File: src/rtl/hp_pkg.sv
package hp_pkg;

    typedef enum logic [3:0] {
        ST_IDLE,
        ST_ETH,
        ST_VLAN,
        ST_IPV4,
        ST_IPV6,
        ST_TCP,
        ST_UDP,
        ST_ICMP,
        ST_ACCEPT
    } hp_state_e;

    localparam int FLAG_N   = 7;
    localparam int FL_ETH   = 0;
    localparam int FL_VLAN  = 1;
    localparam int FL_IPV4  = 2;
    localparam int FL_IPV6  = 3;
    localparam int FL_TCP   = 4;
    localparam int FL_UDP   = 5;
    localparam int FL_ICMP  = 6;

    localparam logic [15:0] ET_IPV4 = 16'h0800;
    localparam logic [15:0] ET_VLAN = 16'h8100;
    localparam logic [15:0] ET_IPV6 = 16'h86DD;

    localparam logic [7:0] PR_TCP  = 8'd6;
    localparam logic [7:0] PR_UDP  = 8'd17;
    localparam logic [7:0] PR_ICMP = 8'd1;

    localparam int LEN_ETH  = 14;
    localparam int LEN_VLAN = 4;
    localparam int LEN_IPV6 = 40;
    localparam int LEN_TCP  = 20;
    localparam int LEN_UDP  = 8;
    localparam int LEN_ICMP = 8;
    localparam int IHL_MIN  = 5;

    function automatic int flag_of(hp_state_e s);
        case (s)
            ST_ETH:  return FL_ETH;
            ST_VLAN: return FL_VLAN;
            ST_IPV4: return FL_IPV4;
            ST_IPV6: return FL_IPV6;
            ST_TCP:  return FL_TCP;
            ST_UDP:  return FL_UDP;
            ST_ICMP: return FL_ICMP;
            default: return FL_ETH;
        endcase
    endfunction

endpackage

File: src/rtl/hp_hdr_len.sv
module hp_hdr_len
    import hp_pkg::*;
#(
    parameter int CNT_W = 6
) (
    input  hp_state_e        st,
    input  logic [3:0]       ihl,
    output logic [CNT_W-1:0] len
);
    always_comb begin
        unique case (st)
            ST_ETH:  len = CNT_W'(LEN_ETH);
            ST_VLAN: len = CNT_W'(LEN_VLAN);
            ST_IPV4: len = (ihl < 4'(IHL_MIN)) ? CNT_W'(IHL_MIN * 4)
                                              : CNT_W'({ihl, 2'b00});
            ST_IPV6: len = CNT_W'(LEN_IPV6);
            ST_TCP:  len = CNT_W'(LEN_TCP);
            ST_UDP:  len = CNT_W'(LEN_UDP);
            ST_ICMP: len = CNT_W'(LEN_ICMP);
            default: len = CNT_W'(1);
        endcase
    end
endmodule

File: src/rtl/hp_field_grab.sv
module hp_field_grab
    import hp_pkg::*;
#(
    parameter int CNT_W = 6
) (
    input  logic             clk,
    input  logic             rst_n,
    input  logic             beat,
    input  hp_state_e        st,
    input  logic [CNT_W-1:0] cnt,
    input  logic [7:0]       data,
    output logic [7:0]       type_hi,
    output logic [7:0]       proto,
    output logic [3:0]       ihl
);
    always_ff @(posedge clk or negedge rst_n) begin
        if (!rst_n) begin
            type_hi <= '0;
            proto   <= '0;
            ihl     <= '0;
        end else if (beat) begin
            unique case (st)
                ST_ETH:  if (cnt == CNT_W'(12)) type_hi <= data;
                ST_VLAN: if (cnt == CNT_W'(2))  type_hi <= data;
                ST_IPV4: begin
                    if (cnt == CNT_W'(0)) ihl   <= data[3:0];
                    if (cnt == CNT_W'(9)) proto <= data;
                end
                ST_IPV6: if (cnt == CNT_W'(6)) proto <= data;
                default: ;
            endcase
        end
    end
endmodule

File: src/rtl/hp_fsm.sv
module hp_fsm
    import hp_pkg::*;
#(
    parameter int OFF_W = 8,
    parameter int CNT_W = 6
) (
    input  logic             clk,
    input  logic             rst_n,
    input  logic             in_valid,
    input  logic [7:0]       in_data,
    input  logic             in_sop,
    input  logic             in_eop,
    input  logic [7:0]       type_hi,
    input  logic [7:0]       proto_in,
    input  logic [CNT_W-1:0] hdr_len,
    output hp_state_e        cur_st,
    output logic [CNT_W-1:0] cur_cnt,
    output logic [FLAG_N-1:0] hdr_vld,
    output logic [OFF_W-1:0] l3_off,
    output logic [OFF_W-1:0] l4_off,
    output logic [15:0]      eth_type,
    output logic [7:0]       ip_proto,
    output logic             trunc_err,
    output logic             done
);
    localparam logic [CNT_W-1:0] C_ONE = CNT_W'(1);
    localparam logic [OFF_W-1:0] O_ONE = OFF_W'(1);

    hp_state_e        state_q, state_d, succ;
    logic [CNT_W-1:0] cnt_q, cnt_d;
    logic [OFF_W-1:0] pos_q, pos_d, cur_pos;
    logic             start, in_hdr, last;
    logic [15:0]      ftype;

    logic [FLAG_N-1:0] vld_d;
    logic [OFF_W-1:0]  l3_d, l4_d;
    logic [15:0]       type_d;
    logic [7:0]        proto_d;
    logic              trunc_d, done_d;

    // current-beat view: a start byte always begins the Ethernet header
    always_comb begin
        start   = in_valid && in_sop;
        cur_st  = start ? ST_ETH : state_q;
        cur_cnt = start ? '0 : cnt_q;
        cur_pos = start ? '0 : pos_q;
        in_hdr  = cur_st inside {ST_ETH, ST_VLAN, ST_IPV4, ST_IPV6,
                                 ST_TCP, ST_UDP, ST_ICMP};
        last    = in_hdr && (cur_cnt == hdr_len - C_ONE);
        ftype   = {type_hi, in_data};
    end

    // successor chosen from the field of the header being finished
    always_comb begin
        succ = ST_ACCEPT;
        unique case (cur_st)
            ST_ETH: begin
                if (ftype == ET_VLAN)      succ = ST_VLAN;
                else if (ftype == ET_IPV4) succ = ST_IPV4;
                else if (ftype == ET_IPV6) succ = ST_IPV6;
            end
            ST_VLAN: begin
                if (ftype == ET_IPV4)      succ = ST_IPV4;
                else if (ftype == ET_IPV6) succ = ST_IPV6;
            end
            ST_IPV4, ST_IPV6: begin
                if (proto_in == PR_TCP)       succ = ST_TCP;
                else if (proto_in == PR_UDP)  succ = ST_UDP;
                else if (proto_in == PR_ICMP) succ = ST_ICMP;
            end
            default: succ = ST_ACCEPT;
        endcase
    end

    // next state, header byte counter, packet byte position
    always_comb begin
        state_d = state_q;
        cnt_d   = cnt_q;
        pos_d   = pos_q;
        if (in_valid) begin
            if (in_hdr) begin
                pos_d   = cur_pos + O_ONE;
                cnt_d   = last ? '0 : cur_cnt + C_ONE;
                state_d = in_eop ? ST_IDLE : (last ? succ : cur_st);
            end else if (cur_st == ST_ACCEPT && in_eop) begin
                state_d = ST_IDLE;
            end
        end
    end

    // next result values
    always_comb begin
        vld_d   = start ? '0 : hdr_vld;
        l3_d    = start ? '0 : l3_off;
        l4_d    = start ? '0 : l4_off;
        type_d  = start ? '0 : eth_type;
        proto_d = start ? '0 : ip_proto;
        trunc_d = start ? 1'b0 : trunc_err;
        done_d  = 1'b0;
        if (in_valid && in_hdr) begin
            if (last) begin
                vld_d[flag_of(cur_st)] = 1'b1;
                if (cur_st inside {ST_ETH, ST_VLAN}) begin
                    type_d = ftype;
                    if (succ inside {ST_IPV4, ST_IPV6})
                        l3_d = cur_pos + O_ONE;
                end
                if (cur_st inside {ST_IPV4, ST_IPV6}) begin
                    proto_d = proto_in;
                    if (succ inside {ST_TCP, ST_UDP, ST_ICMP})
                        l4_d = cur_pos + O_ONE;
                end
            end
            if (in_eop && (!last || succ != ST_ACCEPT))
                trunc_d = 1'b1;
            if (in_eop || (last && succ == ST_ACCEPT))
                done_d = 1'b1;
        end
    end

    always_ff @(posedge clk or negedge rst_n) begin
        if (!rst_n) begin
            state_q <= ST_IDLE;
            cnt_q   <= '0;
            pos_q   <= '0;
        end else begin
            state_q <= state_d;
            cnt_q   <= cnt_d;
            pos_q   <= pos_d;
        end
    end

    always_ff @(posedge clk or negedge rst_n) begin
        if (!rst_n) begin
            hdr_vld   <= '0;
            l3_off    <= '0;
            l4_off    <= '0;
            eth_type  <= '0;
            ip_proto  <= '0;
            trunc_err <= 1'b0;
            done      <= 1'b0;
        end else begin
            hdr_vld   <= vld_d;
            l3_off    <= l3_d;
            l4_off    <= l4_d;
            eth_type  <= type_d;
            ip_proto  <= proto_d;
            trunc_err <= trunc_d;
            done      <= done_d;
        end
    end
endmodule

File: src/rtl/l24_hdr_parser.sv
module l24_hdr_parser
    import hp_pkg::*;
#(
    parameter int OFF_W = 8
) (
    input  logic              clk,
    input  logic              rst_n,
    input  logic              in_valid,
    output logic              in_ready,
    input  logic [7:0]        in_data,
    input  logic              in_sop,
    input  logic              in_eop,
    output logic [FLAG_N-1:0] hdr_vld,
    output logic [OFF_W-1:0]  l3_off,
    output logic [OFF_W-1:0]  l4_off,
    output logic [15:0]       eth_type,
    output logic [7:0]        ip_proto,
    output logic              trunc_err,
    output logic              done
);
    localparam int CNT_W = $clog2(15 * 4 + 1);

    hp_state_e        cur_st;
    logic [CNT_W-1:0] cur_cnt;
    logic [CNT_W-1:0] hdr_len;
    logic [7:0]       type_hi;
    logic [7:0]       proto_q;
    logic [3:0]       ihl_q;

    assign in_ready = 1'b1;

    hp_field_grab #(.CNT_W(CNT_W)) u_grab (
        .clk     (clk),
        .rst_n   (rst_n),
        .beat    (in_valid),
        .st      (cur_st),
        .cnt     (cur_cnt),
        .data    (in_data),
        .type_hi (type_hi),
        .proto   (proto_q),
        .ihl     (ihl_q)
    );

    hp_hdr_len #(.CNT_W(CNT_W)) u_len (
        .st  (cur_st),
        .ihl (ihl_q),
        .len (hdr_len)
    );

    hp_fsm #(.OFF_W(OFF_W), .CNT_W(CNT_W)) u_fsm (
        .clk       (clk),
        .rst_n     (rst_n),
        .in_valid  (in_valid),
        .in_data   (in_data),
        .in_sop    (in_sop),
        .in_eop    (in_eop),
        .type_hi   (type_hi),
        .proto_in  (proto_q),
        .hdr_len   (hdr_len),
        .cur_st    (cur_st),
        .cur_cnt   (cur_cnt),
        .hdr_vld   (hdr_vld),
        .l3_off    (l3_off),
        .l4_off    (l4_off),
        .eth_type  (eth_type),
        .ip_proto  (ip_proto),
        .trunc_err (trunc_err),
        .done      (done)
    );
endmodule

File: config.mk
export PLATFORM = sky130hd
export DESIGN_NAME = l24_hdr_parser
export DESIGN_NICKNAME = d
export VERILOG_FILES = /design/src/rtl/hp_pkg.sv /design/src/rtl/hp_hdr_len.sv /design/src/rtl/hp_field_grab.sv /design/src/rtl/hp_fsm.sv /design/src/rtl/l24_hdr_parser.sv
export SDC_FILE = /design/constraint.sdc
export NUM_CORES = 1
export LEC_CHECK = 0
export BUFFER_PORTS_ARGS = -buffer_cell sky130_fd_sc_hd__buf_2
export CORE_MARGIN = 10
export CORE_UTILIZATION = 63
export DETAILED_ROUTE_END_ITERATION = 16
export PLACE_DENSITY = 0.92
export SYNTH_ARGS = -nofsm -noshare
export SYNTH_HDL_FRONTEND = slang
export SYNTH_HIERARCHICAL = 1
export SYNTH_SLANG_ARGS = --single-unit
File: constraint.sdc
create_clock -name clk -period 6.4 [get_ports clk]
set_clock_uncertainty 0.1 [all_clocks]
set_input_delay 0.64 -clock clk [delete_from_list [all_inputs] [get_ports clk]]
set_output_delay 0.64 -clock clk [all_outputs]
set_load 0.01 [all_outputs]
==> out/metrics.cfg, run 1 <==
[drt]
drc = 0
drtAntennaViolNets = 0
drt_iter0_drc = 239
drt-pass1-iter-count = 5
wire_per_inst_um = 17.9
routed_wl_mm = 11.5
via_per_inst = 6.12
vias = 3929

[sta]
hold_viol_final = 0
whs_ns = 0.392
rsz0062_at_grt = false
finalCritPeriodShare = 0.749
relSlewSlack = 0.152
setup_viol = 0
finalSetupTns_ns = 0
tightest_slew_ns = 1.24
drv_slew = 0
finalCriticalPeriod_ns = 4.79
max_freq_mhz = 209

[hold_path]
whs_endpoint = u_fsm/hdr_vld[2]$_DFF_PN0_
min_path_cells = 1
hold_class = flip-flop to flip-flop
min_from = u_fsm/hdr_vld[2]$_DFF_PN0_

[cells_and_area]
antenna_cells = 0
finalNonFillerCells = 642
postLayoutCoreUtil = 0.727
final_nets = 554
nFillCells = 494
drive_gt1_frac = 0.221
syn_to_final_growth_pct = 11.0

[power]
p_per_area_nw_per_um2 = 268
p_leak_nw = 2.68
peakVddDrop_uv = 184
power_mw = 1.43

[yosys]
synth_nets = 503
synth_area_sq_um = 4810
synthArstFlopShare = 1.00
synth_most_common_cell = dfrtp_1
synth_edf_count = 0
yosysTopAreaCellShare = 0.453
yosys_most_used_dff = dfrtp_1
ys_ff_latch = 87
synth_top_cells_by_count = dfrtp_1, nand2_1, inv_1
ys_top_cells_by_area = dfrtp_1, mux2i_1, nand2_1
syn_inst = 487
ys_types = 71
avgSynthCellArea_sq_um = 9.87
yosysWarnings = 6
ys_seq_area_frac = 0.453
synth_area_leader_cell = dfrtp_1

[cts]
cts_tree = yes
cts.sinks = 87
cts_buffers = 9
clkTransAtPathRegs_ns = 0.08
hold_buffers = 1
htree_levels = 3
cts_setup_buffers = 0
cts_buffer_depth = 2
insertion_delay_ns = 0.36
clockRootBuffer = clkbuf_8
ctsResizeCount = 0

[grt]
grt_pass1_vias = 3961
grt_use_total = 0.207
antenna_found_initial = 0
grt_first_pass_wirelength_mm = 19.5
overflow = 0
grt_max_degree = 83

[placed_design]
gp_congestion = 0.900
dp_hpwl_mm = 8.17
dpl.cell_count = 625
io_buffers = 61

[critical_path]
r2r_start = u_fsm/state_q[1]$_DFFE_PN0P_
cp_data_required_time_ns = 6.53
r2r-end = u_fsm/l4_off[3]$_DFF_PN0_
r2r_cells = 13
cp.arrival_ns = 4.92
crit_top_cell = and2_1
crit_family = simple AND/OR/NAND/NOR gates
critical_path_class = input pin to flip-flop
slowest_delay_ns = 0.70
worstSetupEndpointType = flip-flop
crit_path_cell_trace = buf_2, and2_1, nor2_1, nor2b_2, a2111oi_2, nor3b_4, xnor2_1, or4b_4, a31oi_1, and2_1, nand3_4, o32ai_1
path_buf_inv = 1
crit_path_start_kind = input pin
ff2ff_setup_slack_ns = 2.11
cp_slowest_cell = and2_1
path_max_fanout = 19

[die]
core_area_sq_um = 7330
die-area_sq_um = 11500
rows = 31
start_util = 0.656
io_pins = 63
die_width_um = 107
dieHeight_um = 107

[run_status]
status = complete, no violations

[flow_run]
max-cap-violations = 0

## power breakdown
group / total, mW / switching, mW / internal (mW)
registers: 0.669 / 0.0695 / 0.600
logic: 0.375 / 0.219 / 0.156
clock network: 0.383 / 0.192 / 0.191
## sequential cells by signal, indices dropped and copies added (netlist names)
register	flops
u_fsm/hdr_vld	7
u_fsm/cnt_q	6
u_fsm/l4_off	8
u_fsm/trunc_err	1
u_grab/type_hi	8
u_fsm/pos_q	8
u_grab/ihl	4
u_fsm/done	1
u_fsm/state_q	4
u_grab/proto	8
u_fsm/l3_off	8
u_fsm/eth_type	16
u_fsm/ip_proto	8
## cell type report
type	instances	area, sq um	share of cell area
clock buffer	11	141	0.0265
clock inverter	5	57.6	0.0108
inverter	41	154	0.0289
multi-input combinational	333	2330	0.437
sequential	87	2180	0.408
tap	99	124	0.0232
timing repair buffer	66	348	0.0652
## metal layers
metal | GRT usage | share of wire
met1 | 0.261 | 0.42
met5 | 0 | 0
met4 | 0.0716 | 0.014
met3 | 0.0593 | 0.085
met2 | 0.333 | 0.48
## worst max path at each step
| stage | from | endpoint | slack [ns] | cells past startpoint |
|---|---|---|---|---|
| finish | in_valid | u_fsm/l4_off[3]$_DFF_PN0_ | 1.61 | 12 |
| floorplan | in_sop | u_fsm/cnt_q[4]$_DFFE_PN0P_ | 1.81 | 14 |
| detailed placement | in_valid | u_fsm/l4_off[3]$_DFF_PN0_ | 1.36 | 12 |
| global route | in_valid | u_fsm/l4_off[3]$_DFF_PN0_ | 1.40 | 12 |
| global placement | in_valid | u_fsm/state_q[1]$_DFFE_PN0P_ | 1.56 | 12 |
| CTS | in_valid | u_fsm/l4_off[3]$_DFF_PN0_ | 1.75 | 12 |
## cells in the final DEF (no fill, tap or decap), types with 5 or more instances in the layout
cell and n:
buf_2 60, nand3_1 15, nand2b_1 6, nor3_1 12
a21oi_1 14, o32ai_1 8, clkbuf_8 10, xnor2_1 10
inv_1 41, o21ai_0 20, and2_1 12, mux2i_1 33
a32oi_1 5, nand2_1 66, mux2_2 16, a32o_1 10
nor2_1 27, nand4_1 5, buf_4 5, dfrtp_1 87
## cell families after synthesis
family,Yosys count,synth area share
AND/OR/NAND/NOR,177,0.193
flip-flops,87,0.453
AO/OA/AOI/OAI,84,0.131
buffers and inverters,67,0.0620
multiplexers,53,0.119
XOR/XNOR,15,0.0333
adder cells (fa/ha/maj),3,0.00781
other,1,0.000780
## per-stage QoR
step / worst slack, ns / area (sq um)
after floorplan: 1.81 / 4810
after global placement: 1.56 / 5120
after detailed placement: 1.36 / 5120
after CTS: 1.75 / 5330
after global routing: 1.40 / 5330
final: 1.61 / 5330
Power figures use the tool's default switching activity.
==> run 2, diff against run 1 <==
- CORE_UTILIZATION: 63 -> 52
- PLACE_DENSITY: 0.92 -> 0.82
- clock period: 6.4 -> 4.4 ns (I/O delays scaled with it)
==> run 2 against run 1 <==
Register-to-register slack worse by 1.7 ns; sequential power up 45%; largest power group unchanged; clock-buffer cell count up 1; setup slack worse by 1.2 ns; global-route usage down 3.1 points; via count down 1.9%.
==> out/metrics.cfg, run 2 (synthesized netlist as in run 1, its figures left out) <==
[die]
core_area_sq_um = 9110  ; +24%
die-area_sq_um = 13500  ; +17%
dieHeight_um = 116  ; +8.2%
start_util = 0.528  ; -0.128
io_pins = 63  ; unchanged
rows = 35  ; +13%
die_width_um = 116  ; +8.2%

[placed_design]
dp_hpwl_mm = 8.24  ; +0.86%
io_buffers = 61  ; unchanged
dpl_worst_slack_ns = 0.214  ; -1.15 ns
gp_congestion = 0.927  ; +2.9%

[cells_and_area]
layout_commonest_cell = dfrtp_1
largest-register = u_fsm/eth_type
syn_to_final_growth_pct = 11.4
layout_common_cells = dfrtp_1, nand2_1, buf_2
drive_gt1_frac = 0.222  ; +0.00143
multi_input_area_sq_um = 2330  ; unchanged
postLayoutCoreUtil = 0.588  ; -0.140
seq_area_sq_um = 2180  ; unchanged
antenna_cells = 0  ; unchanged
nFillCells = 773  ; +56%
largest_reg_flops = 16  ; unchanged
final_nets = 555  ; +0.18%

[cts]
insertion_delay_ns = 0.35  ; about the same
cts_setup_buffers = 0  ; unchanged
hold_buffers = 0  ; -1
cts_buffers = 9  ; unchanged
ctsResizeCount = 0  ; unchanged
clkTransAtPathRegs_ns = 0.08  ; about the same
cts_tree = yes
cts_buffer_depth = 2  ; unchanged
htree_levels = 3  ; unchanged
cts.sinks = 87  ; unchanged
clockRootBuffer = clkbuf_8

[critical_path]
critical_path_class = flip-flop to flip-flop
path_max_fanout = 10  ; -9
cp.arrival_ns = 4.14  ; -0.78 ns
cp_data_required_time_ns = 4.51  ; -2.02 ns
worstSetupEndpointType = flip-flop
crit_path_start_kind = flip-flop

[sta]
relSlewSlack = 0.0864  ; -0.0654
max_freq_mhz = 248
hold_viol_final = 0  ; unchanged
finalSetupTns_ns = 0  ; unchanged
worst_slack_ns = 0.366  ; -1.24 ns
rsz0062_at_grt = false
setup_viol = 0  ; unchanged
drv_slew = 0  ; unchanged
finalCritPeriodShare = 0.917
whs_ns = 0.180  ; -0.212 ns
tightest_slew_ns = 1.34  ; +0.0956 ns
finalCriticalPeriod_ns = 4.03

[drt]
wire_per_inst_um = 17.8  ; -0.44%
via_per_inst = 5.89  ; -3.8%
vias = 3855  ; -1.9%
drtAntennaViolNets = 0  ; unchanged
drc = 0  ; unchanged
drt_iter0_drc = 325  ; +36%
drt-pass1-iter-count = 5  ; unchanged
routed_wl_mm = 11.7  ; +1.6%

[grt]
overflow = 0  ; unchanged
use_met3 = 0.0519  ; -0.00741
use_met1 = 0.225  ; -0.0365
grt_max_degree = 88  ; +6.0%
antenna_found_initial = 0  ; unchanged
grt_pass1_vias = 3902  ; -1.5%
grt_first_pass_wirelength_mm = 19.2  ; -1.4%
met2_usage = 0.284  ; -0.0489
grt_busiest_layer = met2
grt_use_total = 0.176  ; -0.0306

[power]
peakVddDrop_uv = 258  ; +40%
p_per_area_nw_per_um2 = 388  ; +45%
p_leak_nw = 2.67  ; -0.15%
power_mw = 2.08  ; +46%

[run_status]
status = complete, no violations

[hold_path]
hold_class = input pin to async pin

[flow_run]
max-cap-violations = 0  ; unchanged

[run 2: changes by cell type in the layout (fill, tap and decap cells not counted), sizes merged]
cell / previous run / this run
clkinv: 4 / 0
buf: 65 / 67
dlygate4sd3: 1 / 0
clkinvlp: 0 / 2
inv: 41 / 42
clkbuf: 11 / 12
[run 2: layer usage]
| layer | routed length (um) | part of all wire | vias to the layer above |
|---|---|---|---|
| met4 | 113 | 0.0097 | 0 |
| met2 | 5560 | 0.48 | 150 |
| met3 | 896 | 0.077 | 11 |
| met5 | 0 | 0 | - |
| li1 | - | - | 1813 |
| met1 | 5120 | 0.44 | 1881 |
[run 2: per-stage QoR]
stage | cell area (sq um) | std cells
4_1_cts | 5350 | 655
3_3_place_gp | 5150 | 639
5_1_grt | 5350 | 655
3_5_place_dp | 5150 | 639
2_1_floorplan | 4810 | 487
6_report | 5350 | 655
[run 2: cell type report]
class	instances	share of cell area
repair buffers	67	0.0659
multi-input cells	333	0.435
well taps	111	0.0259
inverters	41	0.0288
clock inverters	4	0.0101
clock buffers	12	0.0271
flip-flops and latches	87	0.407
[run 2: path summary, 6_finish.rpt]
path	startpoint	end	slack, ns	cells past startpoint
worst max-delay path	u_fsm/state_q[1]$_DFFE_PN0P_	u_fsm/l4_off[0]$_DFF_PN0_	0.37	13
worst min-delay path	rst_n	u_fsm/eth_type[6]$_DFF_PN0_	0.18	1
worst max register to register	u_fsm/state_q[1]$_DFFE_PN0P_	u_fsm/l4_off[0]$_DFF_PN0_	0.37	13
worst min register to register	u_fsm/hdr_vld[4]$_DFF_PN0_	u_fsm/hdr_vld[4]$_DFF_PN0_	0.40	1
max in group asynchronous	rst_n	u_fsm/pos_q[5]$_DFFE_PN0P_	3.34	1
min in group clk	in_data[5]	u_fsm/eth_type[5]$_DFF_PN0_	0.25	3
[run 2: worst max-delay path: stages, from the launching register on]
cell,delay (ns)
dfrtp_1,0.52
inv_1,0.12
nor2_1,0.47
nor3_1,0.09
or2_2,0.38
inv_1,0.09
ha_1,0.23
nor3b_4,0.26
xnor2_1,0.19
or3b_2,0.49
nand3_1,0.09
and2_1,0.28
and4_1,0.45
o32ai_1,0.14
[run 2: power by group]
part / switching [mW] / leakage (nW) / internal (mW)
Combinational: 0.313 / 1.40 / 0.228
Clock: 0.285 / 0.0932 / 0.281
Sequential: 0.0990 / 1.18 / 0.872
